===== src/rtl/spi_eng_pkg.sv =====
package spi_eng_pkg;

    // Width of the character-length field; the longest character is 2**LEN_W bits.
    localparam int LEN_W    = 4;
    localparam int MAX_BITS = 1 << LEN_W;
    // Edge counter: 2*MAX_BITS edges per character, indices 0 .. 2*MAX_BITS-1.
    localparam int ECNT_W   = LEN_W + 1;

    typedef enum logic {
        ROLE_SLAVE  = 1'b0,
        ROLE_MASTER = 1'b1
    } role_e;

    // Frame shape seen by the shift core (polarity is handled at the pin).
    typedef struct packed {
        logic             lsb_first;
        logic             cpha;
        logic [LEN_W-1:0] len_m1;
    } frame_shape_t;

    // Bit lane holding the character bit at serial position pos.
    function automatic logic [LEN_W-1:0] lane_of(input logic [LEN_W-1:0] pos,
                                                  input logic [LEN_W-1:0] len_m1,
                                                  input logic             lsbf);
        lane_of = lsbf ? pos : (len_m1 - pos);
    endfunction

    // Index of the final edge of a character: 2*(len_m1+1)-1.
    function automatic logic [ECNT_W-1:0] final_edge(input logic [LEN_W-1:0] len_m1);
        final_edge = {len_m1, 1'b1};
    endfunction

endpackage


===== src/rtl/spi_baud_div.sv =====
module spi_baud_div #(
    parameter int RLD_W = 16
) (
    input  logic             clk,
    input  logic             rst,
    input  logic             run,
    input  logic             freeze,
    input  logic             bypass,
    input  logic             idle_lvl,
    input  logic [RLD_W-1:0] reload,
    output logic             tick,
    output logic             sclk
);

    logic [RLD_W-1:0] cnt_q;
    logic [RLD_W-1:0] limit;
    logic             sclk_q;

    assign limit = bypass ? '0 : reload;
    assign tick  = run && !freeze && (cnt_q == limit);
    assign sclk  = sclk_q;

    always_ff @(posedge clk) begin
        if (rst) begin
            cnt_q  <= '0;
            sclk_q <= idle_lvl;
        end else if (!run) begin
            cnt_q  <= '0;
            sclk_q <= idle_lvl;
        end else if (!freeze) begin
            if (cnt_q == limit) begin
                cnt_q  <= '0;
                sclk_q <= ~sclk_q;
            end else begin
                cnt_q <= cnt_q + RLD_W'(1);
            end
        end
    end

endmodule


===== src/rtl/spi_sclk_sync.sv =====
module spi_sclk_sync #(
    parameter int STAGES = 2
) (
    input  logic clk,
    input  logic rst,
    input  logic idle_lvl,
    input  logic pin,
    output logic edge_stb
);

    logic [STAGES-1:0] chain_q;
    logic              last_q;

    always_ff @(posedge clk) begin
        if (rst) begin
            chain_q <= {STAGES{idle_lvl}};
            last_q  <= idle_lvl;
        end else begin
            chain_q <= {chain_q[STAGES-2:0], pin};
            last_q  <= chain_q[STAGES-1];
        end
    end

    assign edge_stb = chain_q[STAGES-1] ^ last_q;

endmodule


===== src/rtl/spi_shift_core.sv =====
module spi_shift_core
    import spi_eng_pkg::*;
(
    input  logic                clk,
    input  logic                rst,
    input  frame_shape_t        shape,
    input  logic                start,
    input  logic                tx_wr,
    input  logic [MAX_BITS-1:0] tx_data,
    input  logic                edge_stb,
    input  logic                sdi,
    input  logic                rx_rd,
    output logic                busy,
    output logic                sdo,
    output logic [MAX_BITS-1:0] rx_data,
    output logic                rx_full
);

    logic                busy_q;
    logic [ECNT_W-1:0]   ecnt_q;
    logic [MAX_BITS-1:0] tx_buf_q;
    logic [MAX_BITS-1:0] rx_buf_q;
    logic [MAX_BITS-1:0] rx_data_q;
    logic                full_q;

    logic [ECNT_W-1:0]   e_cur;
    logic [ECNT_W-1:0]   ecnt_m1;
    logic                at_last;
    logic                samp;
    logic [LEN_W-1:0]    in_lane;
    logic [LEN_W-1:0]    out_pos;
    logic [LEN_W-1:0]    out_lane;
    logic [MAX_BITS-1:0] rx_next;

    // Edge being executed now; a slave starts counting from zero on its first edge.
    assign e_cur   = busy_q ? ecnt_q : '0;
    assign at_last = (e_cur == final_edge(shape.len_m1));
    assign samp    = edge_stb && (e_cur[0] == shape.cpha);
    assign in_lane = lane_of(e_cur[ECNT_W-1:1], shape.len_m1, shape.lsb_first);

    always_comb begin
        rx_next = busy_q ? rx_buf_q : '0;
        if (samp) begin
            rx_next[in_lane] = sdi;
        end
    end

    // Output bit: phase 0 advances after each trailing edge, phase 1 on each leading edge.
    assign ecnt_m1  = ecnt_q - ECNT_W'(1);
    assign out_pos  = (shape.cpha && (ecnt_q != '0)) ? ecnt_m1[ECNT_W-1:1]
                                                     : ecnt_q[ECNT_W-1:1];
    assign out_lane = lane_of(out_pos, shape.len_m1, shape.lsb_first);
    assign sdo      = tx_buf_q[out_lane];

    always_ff @(posedge clk) begin
        if (rst) begin
            busy_q    <= 1'b0;
            ecnt_q    <= '0;
            tx_buf_q  <= '0;
            rx_buf_q  <= '0;
            rx_data_q <= '0;
            full_q    <= 1'b0;
        end else begin
            if (tx_wr && !busy_q) begin
                tx_buf_q <= tx_data;
            end

            if (start) begin
                busy_q   <= 1'b1;
                ecnt_q   <= '0;
                rx_buf_q <= '0;
            end else if (edge_stb) begin
                rx_buf_q <= rx_next;
                if (at_last) begin
                    busy_q    <= 1'b0;
                    ecnt_q    <= '0;
                    rx_data_q <= rx_next;
                end else begin
                    busy_q <= 1'b1;
                    ecnt_q <= e_cur + ECNT_W'(1);
                end
            end

            // A completing character wins over a read in the same cycle.
            if (edge_stb && at_last && !start) begin
                full_q <= 1'b1;
            end else if (rx_rd) begin
                full_q <= 1'b0;
            end
        end
    end

    assign busy    = busy_q;
    assign rx_data = rx_data_q;
    assign rx_full = full_q;

endmodule


===== src/rtl/spi_shift_engine.sv =====
module spi_shift_engine
    import spi_eng_pkg::*;
#(
    parameter int RLD_W       = 16,
    parameter int SYNC_STAGES = 2
) (
    input  logic                clk,
    input  logic                rst,
    input  logic                mode_master,
    input  logic                cpol,
    input  logic                cpha,
    input  logic                lsb_first,
    input  logic [LEN_W-1:0]    char_len,
    input  logic [RLD_W-1:0]    reload,
    input  logic                div_bypass,
    input  logic                debug_halt,
    input  logic                debug_run,
    input  logic                tx_wr,
    input  logic [MAX_BITS-1:0] tx_data,
    input  logic                rx_rd,
    output logic [MAX_BITS-1:0] rx_data,
    output logic                busy,
    output logic                rxfull_irq,
    input  logic                sclk_in,
    output logic                sclk_out,
    input  logic                sdi,
    output logic                sdo
);

    role_e        role;
    frame_shape_t shape;
    logic         is_master;
    logic         freeze;
    logic         start;
    logic         core_busy;
    logic         div_tick;
    logic         div_sclk;
    logic         pin_edge;
    logic         edge_stb;

    assign role      = role_e'(mode_master);
    assign is_master = (role == ROLE_MASTER);
    assign shape     = '{lsb_first: lsb_first, cpha: cpha, len_m1: char_len};

    // Debug halt only suspends the master's divider; the slave path never sees it.
    assign freeze    = is_master && debug_halt && !debug_run;
    assign start     = is_master && tx_wr && !core_busy;

    spi_baud_div #(
        .RLD_W(RLD_W)
    ) u_div (
        .clk     (clk),
        .rst     (rst),
        .run     (is_master && core_busy),
        .freeze  (freeze),
        .bypass  (div_bypass),
        .idle_lvl(cpol),
        .reload  (reload),
        .tick    (div_tick),
        .sclk    (div_sclk)
    );

    spi_sclk_sync #(
        .STAGES(SYNC_STAGES)
    ) u_sync (
        .clk     (clk),
        .rst     (rst),
        .idle_lvl(cpol),
        .pin     (sclk_in),
        .edge_stb(pin_edge)
    );

    assign edge_stb = is_master ? div_tick : pin_edge;

    spi_shift_core u_core (
        .clk     (clk),
        .rst     (rst),
        .shape   (shape),
        .start   (start),
        .tx_wr   (tx_wr),
        .tx_data (tx_data),
        .edge_stb(edge_stb),
        .sdi     (sdi),
        .rx_rd   (rx_rd),
        .busy    (core_busy),
        .sdo     (sdo),
        .rx_data (rx_data),
        .rx_full (rxfull_irq)
    );

    assign busy     = core_busy;
    assign sclk_out = (is_master && core_busy) ? div_sclk : cpol;

endmodule


===== config.mk =====
export PLATFORM = sky130hd
export DESIGN_NAME = spi_shift_engine
export DESIGN_NICKNAME = d
export VERILOG_FILES = /design/src/rtl/spi_eng_pkg.sv /design/src/rtl/spi_baud_div.sv /design/src/rtl/spi_sclk_sync.sv /design/src/rtl/spi_shift_core.sv /design/src/rtl/spi_shift_engine.sv
export SDC_FILE = /design/constraint.sdc
export NUM_CORES = 1
export LEC_CHECK = 0
export ABC_AREA = 1
export BUFFER_PORTS_ARGS = -buffer_cell sky130_fd_sc_hd__buf_2
export CAP_MARGIN = 0
export CORE_ASPECT_RATIO = 0.7
export CORE_MARGIN = 2
export CORE_UTILIZATION = 42
export DETAILED_ROUTE_END_ITERATION = 10
export PLACE_DENSITY = 0.65
export SETUP_SLACK_MARGIN = 0.3
export SLEW_MARGIN = 20
export SYNTH_ARGS = -nofsm -noshare
export SYNTH_HDL_FRONTEND = slang
export SYNTH_SLANG_ARGS = --single-unit

===== constraint.sdc =====
create_clock -name clk -period 4.9 [get_ports clk]
set_input_delay 0.49 -clock clk [delete_from_list [all_inputs] [get_ports clk]]
set_output_delay 0.49 -clock clk [all_outputs]
set_load 0.03 [all_outputs]

---- Word level (Yosys, flattened, before mapping) ----
Cells that the tools add are included.
storage, ports and cells
  bits in registers ....................... 75
  bits of input ports ..................... 49
  output and inout bits ................... 20
  logic and storage cells ................. 78
operators by class
  add/sub/neg operators ................... 5
  magnitude comparators ................... 3
  equality and inequality tests ........... 5
  mux-type cells .......................... 27
  bitwise operators ....................... 4
  reductions and logical operators ........ 24
operator list
  operator               number
  $mux 16                4
  $add 16x1->16 const B  1
  $bwmux 16              1
  $eq 16x16->1           1
  $mux 1                 14
  $logic_and 1x1->1      13
  $mux 4                 3
  $lt 4x5->1 const B     2
  $mux 5                 2
  $sub 4x4->4            2
  $ne 3x3->1 const B     2
  $add 5x1->5 const B    1
  $eq 5x5->1             1
  $reduce_bool 5->1      1
  $sub 5x1->5 const B    1
  $bmux 1 s4             1
  $demux 1 s4            1
  $ge 4x1->1 const B     1
  $logic_not 1->1        4
  $reduce_bool 2->1      2
  $reduce_or 2->1        2
  $not 1->1              3
  $reduce_and 3->1       1
  $mux 2                 1
  other kinds (3)        3

---- Depth between registers and ports, before layout ----
Gate-level depths: netlist (run 1).
  word-level depth ........................ 9
  gate-level depth with buffers ........... 20
  mapped depth without buffers ............ 20

---- Hierarchy ----
A second synthesis (run 1) with hierarchy kept.
second synthesis, totals
  cells, all modules ...................... 727
  area, all modules ....................... 4698.3 um^2
by module, submodules not included
  module            times used  cells each  area an instance (um^2)  sequential area each (um^2)
  spi_shift_core    1           502         3304.4                   1101.1
  spi_baud_div      1           197         1237.4                   350.3
  spi_sclk_sync     1           16          108.9                    60.1
  spi_shift_engine  1           12          47.5                     0.0

---- Least setup slack after synthesis (run 1) ----
OpenSTA, ideal clock, no wires.
  path type ............................... register to output
  from .................................... register u_core.ecnt_q[1]
  to ...................................... output sdo
  arrival time ............................ 2509 ps
  required time ........................... 4410 ps
  setup slack ............................. 1901 ps
  stages on the path, launching flop included .. 18
  buffers on the path ..................... 0
  cells stage by stage .................... dfxtp_1 -> inv_1 -> ha_1 -> inv_1 -> nor2_1 -> nand3_1 -> nand2_1 -> nand2_1 -> nand2_1 -> ha_1 -> fa_1 -> or2_2 -> nand2_1 -> inv_1 -> nand3_1 -> nand3_1 -> nand3_1 -> nand2_1
between the ends
  longest elaborated chain between the ends .. 7
  elaborated cells between the ends (all ways) .. 8
  those cells by class .................... add/sub: 2; mux: 4; reduce/logical: 2
ends and longest elaborated chain
  what                                                                 line                    text
  start, declared                                                      spi_shift_core.sv:20    logic [ECNT_W-1:0] ecnt_q;
  start signal, assigned                                               spi_shift_core.sv:80    ecnt_q <= e_cur + ECNT_W'(1);
  parallel branches: the longest is 2 deep, another holds $sub 5x1->5  -
  $mux 4 (*)                                                           spi_shift_core.sv:50    assign out_pos = (shape.cpha && (ecnt_q != '0)) ? ecnt_m1[ECNT_W-1:1]
  $sub 4x4->4                                                          spi_eng_pkg.sv:25       lane_of = lsbf ? pos : (len_m1 - pos);
  $mux 4 (*)                                                           spi_eng_pkg.sv:25
  $bmux 1 s4 (*)                                                       spi_shift_core.sv:53    assign sdo = tx_buf_q[out_lane];
  $mux 1 (implied by the code) (*)                                     spi_shift_core.sv:53
  end, declared                                                        spi_shift_engine.sv:27  output logic sdo
Mark *: on every way between the ends. The select of a mux whose other input is x is not followed.

---- Final worst setup path (run 1) ----
Ends and elaborated chain as after synthesis.

==> flow_metrics.tcl, run 1 <==
set metrics [dict create \
    worst_pin_slew_ns 0.7359 \
    grt_pass1_vias 4437 \
    rsz0062_at_grt "false" \
    cp-start-kind "flip-flop" \
    leakage_uw 0.002956 \
    fin_crit_ns 3.621 \
    critical_path.endpoint_type "output pin" \
    maxSlewHeadroom_pct 50.77 \
    crit_fanout 5 \
    syn_nets 869 \
    drt-total-wl_mm 11.57 \
    arrival_ns 3.13 \
    cts_sinks 75 \
    root_buffer "clkbuf_16" \
    drive_above_1_share_pct 11.46 \
    most-common-layout-cells "nand2_1, inv_1, nand3_1" \
    firstDrtPassIters 5 \
    max_freq_ghz 0.2762 \
    ios 69 \
    cp.depth 18 \
    finalSetupViolCount 0 \
    finalHoldViolCount 0 \
    cts_buffers 9 \
    cts_tree "built" \
    fin_ws_ns 1.279 \
    dp_hpwl_mm 8.300 \
    postCtsSetupBuffers 0 \
    wl_per_cell_um 11.37 \
    initial_core_util_pct 43.72 \
    ir_worst_vdd_mv 0.1959 \
    path_class "reg -> out" \
    cp.required_ns 4.41 \
    clk_pin_slew_ns 0.06 \
    synthDistinctLibCells 35 \
    hold_depth 3 \
    initialDrtViolationCount 365 \
    final_nets 920 \
    clk_latency_ns 0.34 \
    fp.dieH_um 94.22 \
    grt_overflow 0 \
    viasPerCell 4.730 \
    gr-usage-all-layers_pct 19.93 \
    path_common_cell "nand2_1" \
    hold_path.class "in -> reg" \
    pre_cts_slack_ns 1.646 \
    drtAntennaViolNets 0 \
    grt_antenna_before_repair 0 \
    critPathMaxStageDelay_ns 0.42 \
    gp_congestion 0.8051 \
    worst-path-buf-inv 4 \
    core_area_mm2 0.01117 \
    syn_inst 808 \
    vias 4810 \
    yosys.area.top_type "dfxtp_1" \
    synth_area_per_cell_um2 6.044 \
    port-buffer-count 68 \
    drv_cap 0 \
    syn_to_final_growth_pct 13.84 \
    postSynthRegisterBits 75 \
    rows 32 \
    maxSlewViolCount 0 \
    yosys_warnings 0 \
    yosysSeqAreaShare_pct 30.95 \
    r2r_cells 16 \
    n_antenna_cell 0 \
    grt_max_degree 42 \
    cp_top_family "simple AND/OR/NAND/NOR gates" \
    drc 0 \
    syn_area_mm2 0.004883 \
    final.period_utilization_pct 73.90 \
    final_common_cell "nand2_1" \
    fin_skew_ns 0.008039 \
    crit_slowest_cell "fa_1" \
    cts_resized 0 \
    synth.area.top_cells "dfxtp_1, nand2_1, nand3_1" \
    htree_levels 3 \
    outcome "completed" \
    finalSetupTns_ns 0 \
    netlist.area_leader.share_pct 30.34 \
    clk_path_buf_depth 2 \
    powerDensity_mw_per_mm2 294.5 \
    cts_hold_buf 0 \
    die_x_um 132.9 \
    grt_pass1_wl_mm 20.44 \
    die_area_mm2 0.01252 \
    crit_chain "inv_1, ha_1, inv_1, nor2_1, nand3_1, nand2_1, nand2_1, nand2_1, ha_1, fa_1, or2_2, nand2_1, inv_1, nand3_1, nand3_1, nand3_1, nand2_1, buf_2" \
]
## through the flow
stage	hold WS (ns)	instance area, um^2	total power, uW	util [%]	instances
2_1_floorplan	0.3960	4883	907.6	-	808
3_3_place_gp	0.4035	5260	978.5	47.09	1001
3_5_place_dp	0.4165	5260	980.0	47.09	1001
4_1_cts	0.3330	5559	1653	49.76	1017
5_1_grt	0.3748	5559	1733	49.76	1017
6_report	0.3426	5559	1637	49.76	1017
## registers in the layout, indices dropped and copies added (netlist names)
name	cells
u_core.ecnt_q	5
u_sync.last_q	1
u_div.sclk	1
u_core.busy	1
u_sync.chain_q	2
u_div.cnt_q	16
u_core.rx_full	1
u_core.rx_buf_q	16
u_core.rx_data	16
u_core.tx_buf_q	16
## Yosys cell counts (all sizes together)
cell type,count
nand2,251
inv,127
nand3,102
nor2,86
dfxtp,74
o21ai,39
a21oi,29
buf,18
nand4,18
xor2,13
clkbuf,12
ha,10
nand3b,6
nor3,4
or2,4
nor3b,3
xnor2,3
fa,2
nor4,2
a211oi,1
a21o,1
clkinv,1
edfxtp,1
o21bai,1
## routing by layer
layer | routed length (um) | vias up | share of wire (%) | track usage, %
met5 | 0 | - | 0 | 0
met4 | 123 | 0 | 1.1 | 4.928
met3 | 581 | 8 | 5.0 | 5.124
met2 | 4506 | 91 | 39 | 29.45
met1 | 6354 | 2084 | 55 | 28.71
li1 | - | 2627 | - | -
## worst reg2reg max path, delay by kind of cell, from the launching register on
kind	cells	cell delay (ns)
adder cells (fa/ha/maj)	2	0.65
flip-flops	1	0.62
buffers and inverters	4	0.32
AND/OR/NAND/NOR	9	1.20
AO/OA/AOI/OAI	1	0.17
## worst paths after layout
kind,startpoint,to,slack (ns)
min reg2reg,u_sync.chain_q[0],u_sync.chain_q[1],0.43
min,sclk_in,u_sync.chain_q[0],0.34
max reg2reg,u_core.busy,u_core.rx_buf_q[10],1.84
max,u_core.ecnt_q[1],sdo,1.28
## final cells by class
| class | instances | area, um^2 |
|---|---|---|
| clock inverter | 2 | 35.03 |
| fill | 1173 | 5612 |
| tap | 153 | 191.4 |
| multi-input combinational | 575 | 2720 |
| clock buffer | 14 | 264.0 |
| timing repair buffer | 70 | 355.3 |
| sequential | 75 | 1511 |
| inverter | 128 | 481.7 |
## kinds of logic (layout without fill, tap and decap cells)
family                     Yosys count  after routing  share of synthesized area (%)
AOI/OAI and AO/OA                   71             71                          7.661
buffers and inverters              158            214                          13.35
adders and majority gates           12             12                          3.382
DFF                                 75             75                          30.95
and+or+nand+nor                    476            476                          41.79
xor gates and xnor gates            16             16                          2.870
## report_power, final
group	switching, uW	internal [uW]	total [uW]	leakage (uW)
sequential	19.3	641	661	0.000614
combinational	204	105	309	0.00219
clock	245	422	667	0.000147
total	469	1170	1640	0.00296
(Power assumes the default switching activity.)
==> run 2, diff against run 1 <==
--- a/config.mk
+++ b/config.mk
@@ -5,7 +5,7 @@
 export SDC_FILE = /design/constraint.sdc
 export NUM_CORES = 1
 export LEC_CHECK = 0
-export ABC_AREA = 1
+export ABC_AREA = 0
 export BUFFER_PORTS_ARGS = -buffer_cell sky130_fd_sc_hd__buf_2
 export CAP_MARGIN = 0
 export CORE_ASPECT_RATIO = 0.7
==> constraint.sdc (replaced) <==
create_clock -name clk -period 3.6 [get_ports clk]
set_input_delay 0.36 -clock clk [delete_from_list [all_inputs] [get_ports clk]]
set_output_delay 0.36 -clock clk [all_outputs]
set_load 0.03 [all_outputs]
==> run 2 against run 1 <==
  * The run now ends with negative setup slack left
  * Register-to-register slack got worse by 1.5 ns
  * Largest cell class unchanged
  * Clock power rose by 36%
  * Count of clock-buffer cells in the layout fell by 4
  * Synthesized cell count fell by 27%
  * First-iteration DRC count fell by 3.0%
  * Via count fell by 3.7%
  * Final area rose by 2.3%
  * Total power rose by 29%
  * Sequential share of layout area fell by 0.58 points
==> flow_metrics.tcl, run 2 <==
set metrics [dict create \
    outcome "finished, violations left" \
    failed_checks "negative setup slack" \
    combPwrFrac_pct 16.0 \
    yosysSeqAreaShare_pct 32.37 \
    ys_async_sr_fraction_pct 0 \
    fin_skew_ns 0.007110 \
    initial_core_util_pct 42.72 \
    seqPwrFrac_pct 41.1 \
    grt_max_degree 42 \
    max_freq_ghz 0.2689 \
    synth.most_common_cell "dfxtp_1" \
    synth_area_per_cell_um2 7.955 \
    initialDrtViolationCount 354 \
    rows 32 \
    synthDistinctLibCells 61 \
    root_buffer "clkbuf_16" \
    crit_chain "inv_2, ha_4, buf_4, o211a_1, mux2i_2, ha_1, nor2b_1, o21a_1, or3_4, a21oi_4, xor2_2, mux4_2, mux2i_4, buf_6" \
    leakage_uw 0.002186 \
    die_x_um 130.0 \
    holdCritStartpoint "tx_data[15]" \
    ios 69 \
    htree_levels 3 \
    fillers 1024 \
    port-buffer-count 68 \
    core_area_mm2 0.01093 \
    intPower_uw 1501 \
    yosys_warnings 0 \
    syn_to_final_growth_pct 21.76 \
    worst_hold_path.endpoint "u_core.tx_buf_q[15]" \
    drc 0 \
    grt_pass1_vias 4193 \
    clk_path_buf_depth 2 \
    r2r_cells 11 \
    syn_area_mm2 0.004669 \
    final.period_utilization_pct 103.3 \
    arrival_ns 3.36 \
    fin_ws_ns -0.1189 \
    synth_edf_count 1 \
    gp_congestion 0.8523 \
    fin_crit_ns 3.719 \
    maxSlewViolCount 0 \
    final_nets 715 \
    most-common-layout-cells "dfxtp_1, nand2_1, buf_2" \
    powerDensity_mw_per_mm2 370.5 \
    clockPowerShare_pct 42.9 \
    synth_top_flop_cell "dfxtp_1" \
    clk_pin_slew_ns 0.06 \
    wl_per_cell_um 15.47 \
    cts_buffers 9 \
    finalHoldViolCount 0 \
    die_area_mm2 0.01199 \
    drive_above_1_share_pct 24.58 \
    viasPerCell 5.702 \
    crit_fanout 3 \
    hold_path.class "in -> reg" \
    whs_ns 0.2508 \
    dp_hpwl_mm 9.055 \
    r2r-start "u_core.busy" \
    swShare_pct 28.74 \
    postSynthRegisterBits 75 \
    netlist.area_leader.share_pct 31.73 \
    grt_antenna_before_repair 0 \
    ys_top_cells_by_count "dfxtp_1, nand2_1, nand3_1" \
    drv_cap 0 \
    final_common_cell "dfxtp_1" \
    drtAntennaViolNets 0 \
    cts_sinks 75 \
    cp-start-kind "flip-flop" \
    cts_hold_buf 0 \
    r2r_slack_ns 0.38 \
    ir_worst_vdd_mv 0.2361 \
    syn_nets 648 \
    yosys.area.top_type "dfxtp_1" \
    firstDrtPassIters 5 \
    syn_inst 587 \
    critPathMaxStageDelay_ns 0.36 \
    worst-path-buf-inv 3 \
    vias 4630 \
    clk_latency_ns 0.34 \
    cts_tree "built" \
    maxSlewHeadroom_pct 48.60 \
    worst_pin_slew_ns 0.7710 \
    place_area_mm2 0.005243 \
    hold_depth 3 \
    fp.dieH_um 92.22 \
    gr-usage-all-layers_pct 21.31 \
    critical_path.endpoint_type "output pin" \
    drt-total-wl_mm 12.56 \
    crit_slowest_cell "mux4_2" \
    cp.required_ns 3.24 \
    synth.area.top_cells "dfxtp_1, nand3_1, nand2_1" \
    grt_pass1_wl_mm 20.56 \
    stdcell_area_mm2 0.005685 \
    finalSetupViolCount 1 \
    grt_overflow 0 \
    cp_top_family "multiplexers" \
    n_antenna_cell 0 \
    power_switching_uw 605.6 \
    rsz0062_at_grt "true" \
    timing.rr.end "u_core.rx_data[5]" \
    path_class "reg -> out" \
]
==> run 2: cell types whose count changed after synthesis, sizes merged, moves of 8 or more <==
cell	before	now
nor2	86	46
nand3	102	55
mux2i	0	15
nand2	251	71
o21ai	39	20
o31ai	0	13
o311ai	0	11
clkbuf	12	29
or3b	0	15
and2	0	17
inv	127	15
o211ai	0	8
a31oi	0	8
xnor2	3	17
==> run 2: repair_timing <==
action,4_1_cts,5_1_grt
gates resized for setup,17,3
pin swaps,7,5
setup buffers,4,3
endpoints found under the setup margin,1,21
==> run 2: cell type report <==
type	instances	area [um^2]	area share (%)
clock inverter	6	56.30	0.9903
timing repair buffer	100	586.8	10.32
sequential	75	1513	26.61
multi-input combinational	453	3032	53.32
clock buffer	10	250.2	4.401
tap	153	191.4	3.367
inverter	15	56.30	0.9903
==> run 2: logic make-up after synthesis <==
group | share of synthesized area, %
flops | 32.37
buf+inv | 5.332
simple gates | 31.35
compound gates | 17.66
fa+ha+maj | 3.537
xor+xnor | 5.815
mux | 3.939
==> run 2: worst max path at each step <==
stage / startpoint / endpoint / slack (ns) / depth (start not counted)
finish: u_core.ecnt_q[0] / sdo / -0.12 / 14
global route: u_core.ecnt_q[1] / sdo / -0.28 / 14
CTS: u_core.ecnt_q[1] / sdo / -0.20 / 14
detailed placement: u_core.ecnt_q[1] / sdo / -0.004 / 14
global placement: u_core.ecnt_q[1] / sdo / 0.22 / 14
floorplan: u_core.busy / u_core.rx_data[1] / 0.26 / 14
==> run 2: layer usage <==
layer | share of wire [%] | routed length, um | GRT usage [%]
met5 | 0 | 0 | 0
met4 | 1.5 | 187 | 6.810
met3 | 5.4 | 681 | 4.551
met2 | 45 | 5613 | 30.98
met1 | 48 | 6075 | 31.17
==> run 2: worst register-to-register path: stages (launching register included) <==
cell and delay, ns:
dfxtp_1 0.49, inv_1 0.17, nor2_1 0.23, ha_1 0.22, inv_1 0.06, fa_1 0.42, nor2b_1 0.14, a31oi_1 0.37
and2_1 0.37, nand2_1 0.16, o311ai_0 0.36, nand3_1 0.11
==> run 2: power by group through the flow <==
stage / registers, uW / logic [uW] / clock network (uW)
after global routing: 867 / 370 / 956
final: 865 / 337 / 904
after CTS: 864 / 330 / 916
after detailed placement: 883 / 311 / 0
after floorplan: 880 / 206 / 0
after global placement: 882 / 302 / 0
==> run 2: stage by stage <==
stage	util (%)	total power (uW)	TNS (ns)	std cells	setup WS (ns)
6_report	52.01	2107	-0.1189	812	-0.1189
5_1_grt	52.01	2193	-0.2841	812	-0.2841
4_1_cts	51.68	2110	-0.2007	809	-0.2007
3_5_place_dp	47.96	1194	-0.004212	789	-0.004212
3_3_place_gp	47.96	1184	0	789	0.2208
2_1_floorplan	-	1086	0	587	0.2615
==> run 3, diff against run 2 <==
--- a/config.mk
+++ b/config.mk
@@ -5,9 +5,8 @@
 export SDC_FILE = /design/constraint.sdc
 export NUM_CORES = 1
 export LEC_CHECK = 0
-export ABC_AREA = 0
+export ABC_AREA = 1
 export BUFFER_PORTS_ARGS = -buffer_cell sky130_fd_sc_hd__buf_2
-export CAP_MARGIN = 0
 export CORE_ASPECT_RATIO = 0.7
 export CORE_MARGIN = 2
 export CORE_UTILIZATION = 42
==> run 3 against run 2 <==
  * The run now ends clean
  * First-iteration DRC count decreased by 0.28%
  * Register-to-register slack improved by 0.40 ns
  * Count of clock-buffer cells in the layout increased by 1
  * Cell count up 25%
  * Total power up 7.1%
  * Via count rose by 4.5%
  * Sequential cell count is the same
  * Sequential share of layout area rose by 0.30 points
  * Sequential power up 3.5%
  * Largest cell class unchanged
  * Highest routed layer unchanged
==> flow_metrics.tcl, run 3 (synthesis gave the netlist of run 1 again) <==
set metrics [dict create \
    cts_buffers 9 \
    powerDensity_mw_per_mm2 400.2 \
    gr-usage-all-layers_pct 19.60 \
    viasPerCell 4.748 \
    hold_path.class "in -> reg" \
    grt_overflow 0 \
    wl_per_cell_um 11.31 \
    drc 0 \
    cp-start-kind "flip-flop" \
    wl_met1_mm 6.347 \
    ios 69 \
    crit_slowest_cell "fa_1" \
    htree_levels 3 \
    n_antenna_cell 0 \
    finalSetupViolCount 0 \
    vias 4838 \
    initial_core_util_pct 43.72 \
    crit_fanout 5 \
    power_uw 2256 \
    worst_pin_slew_ns 0.6667 \
    critical_path.endpoint_type "output pin" \
    place_inst 1003 \
    clk_path_buf_depth 2 \
    fin_cells 1019 \
    grt_pass1_vias 4349 \
    firstDrtPassIters 5 \
    swShare_pct 29.69 \
    most-common-layout-cells "nand2_1, inv_1, nand3_1" \
    syn_to_final_growth_pct 15.40 \
    path_class "reg -> out" \
    wl_met3_um 531 \
    maxSlewViolCount 0 \
    finalSetupTns_ns 0 \
    cts_tree "built" \
    grt_pass1_wl_mm 20.03 \
    power_switching_uw 669.7 \
    stdcell_area_mm2 0.005635 \
    final_nets 922 \
    die_area_mm2 0.01252 \
    clk_latency_ns 0.34 \
    worst-path-buf-inv 4 \
    root_buffer "clkbuf_16" \
    core_area_mm2 0.01117 \
    gp_congestion 0.8449 \
    cp_top_family "simple AND/OR/NAND/NOR gates" \
    place_area_mm2 0.005275 \
    cts_sinks 75 \
    cp.depth 18 \
    rsz0062_at_grt "true" \
    drv_cap 0 \
    fin_skew_ns 0.005819 \
    hold_depth 3 \
    whs_ns 0.2193 \
    fp.dieH_um 94.22 \
    ir_worst_vdd_mv 0.2172 \
    final_common_cell "nand2_1" \
    dp_hpwl_mm 8.237 \
    drive_above_1_share_pct 13.51 \
    port-buffer-count 68 \
    initialDrtViolationCount 353 \
    arrival_ns 2.89 \
    postCtsSetupBuffers 0 \
    die_x_um 132.9 \
    drt-total-wl_mm 11.52 \
    outcome "completed" \
    maxSlewHeadroom_pct 55.51 \
    grt_antenna_before_repair 0 \
    final.period_utilization_pct 90.41 \
    rows 32 \
    cp.required_ns 3.24 \
    finalHoldViolCount 0 \
    drtAntennaViolNets 0 \
    wl_met2_mm 4.514 \
    clk_pin_slew_ns 0.06 \
    highest_layer "met4" \
    combPwrFrac_pct 20.1 \
    grt_max_degree 33 \
    max_freq_ghz 0.3072 \
    intPower_uw 1586 \
    seqPwrFrac_pct 39.7 \
    r2r_cells 17 \
    clockPowerShare_pct 40.2 \
    crit_chain "inv_2, ha_4, inv_1, nor2_2, nand3_2, nand2_2, nand2_1, nand2_1, ha_2, fa_1, or2_4, nand2_4, inv_1, nand3_1, nand3_1, nand3_1, nand2_1, buf_4" \
    critPathMaxStageDelay_ns 0.40 \
    leakage_uw 0.002974 \
    fin_crit_ns 3.255 \
]
[run 3: cell count changes in the layout (fill, tap and decap cells not counted), moves of 18 or more]
cell	delta
nand2_1	+174
inv_1	+111
nand3_1	+45
nor2_1	+36
buf_4	-27
o21ai_0	+18
[run 3: path summary, 6_finish.rpt]
kind | from | to | slack (ns)
hold / removal | sclk_in | u_sync.chain_q[0] | 0.22
setup / recovery | u_core.ecnt_q[1] | sdo | 0.35
hold reg to reg | u_sync.chain_q[0] | u_sync.chain_q[1] | 0.41
setup reg to reg | u_core.busy | u_core.rx_data[15] | 0.78
[run 3: per-layer routing]
metal | vias to the layer above | GRT usage (%)
met5 | - | 0
met1 | 2115 | 27.52
met4 | 0 | 5.287
met3 | 11 | 4.531
li1 | 2630 | -
met2 | 82 | 30.09
[run 3: layout make-up]
type / count / area [um^2]
clock buffer: 11 / 242.7
clock inverter: 5 / 52.55
fill: 1164 / 5535
inverter: 128 / 481.7
multi-input combinational: 575 / 2778
sequential: 75 / 1516
tap: 153 / 191.4
timing repair buffer: 72 / 372.9
[run 3: metrics by stage]
stage	setup WS (ns)	util [%]
final	0.3452	50.45
after global routing	0.1874	50.45
after CTS	0.3040	50.21
after detailed placement	0.4894	47.22
after global placement	0.5477	47.22
after floorplan	0.7309	-
[run 3: worst min-delay path, cell delays in order]
cell     delay, ns
buf_2         0.07
nand2_1       0.05
nand2_1       0.05
[run 3: repair_timing]
item	in CTS	in global routing
resized for setup	10	9
setup endpoints to repair	1	1
hold buffers	0	0
pin swaps	1	2
gates cloned	0	0
[run 3: power by group through the flow]
stage	Combinational [uW]	Sequential (uW)	Clock [uW]
4_1_cts	441	895	926
3_3_place_gp	422	912	0
2_1_floorplan	326	909	0
5_1_grt	517	900	959
3_5_place_dp	424	912	0
6_report	453	895	907
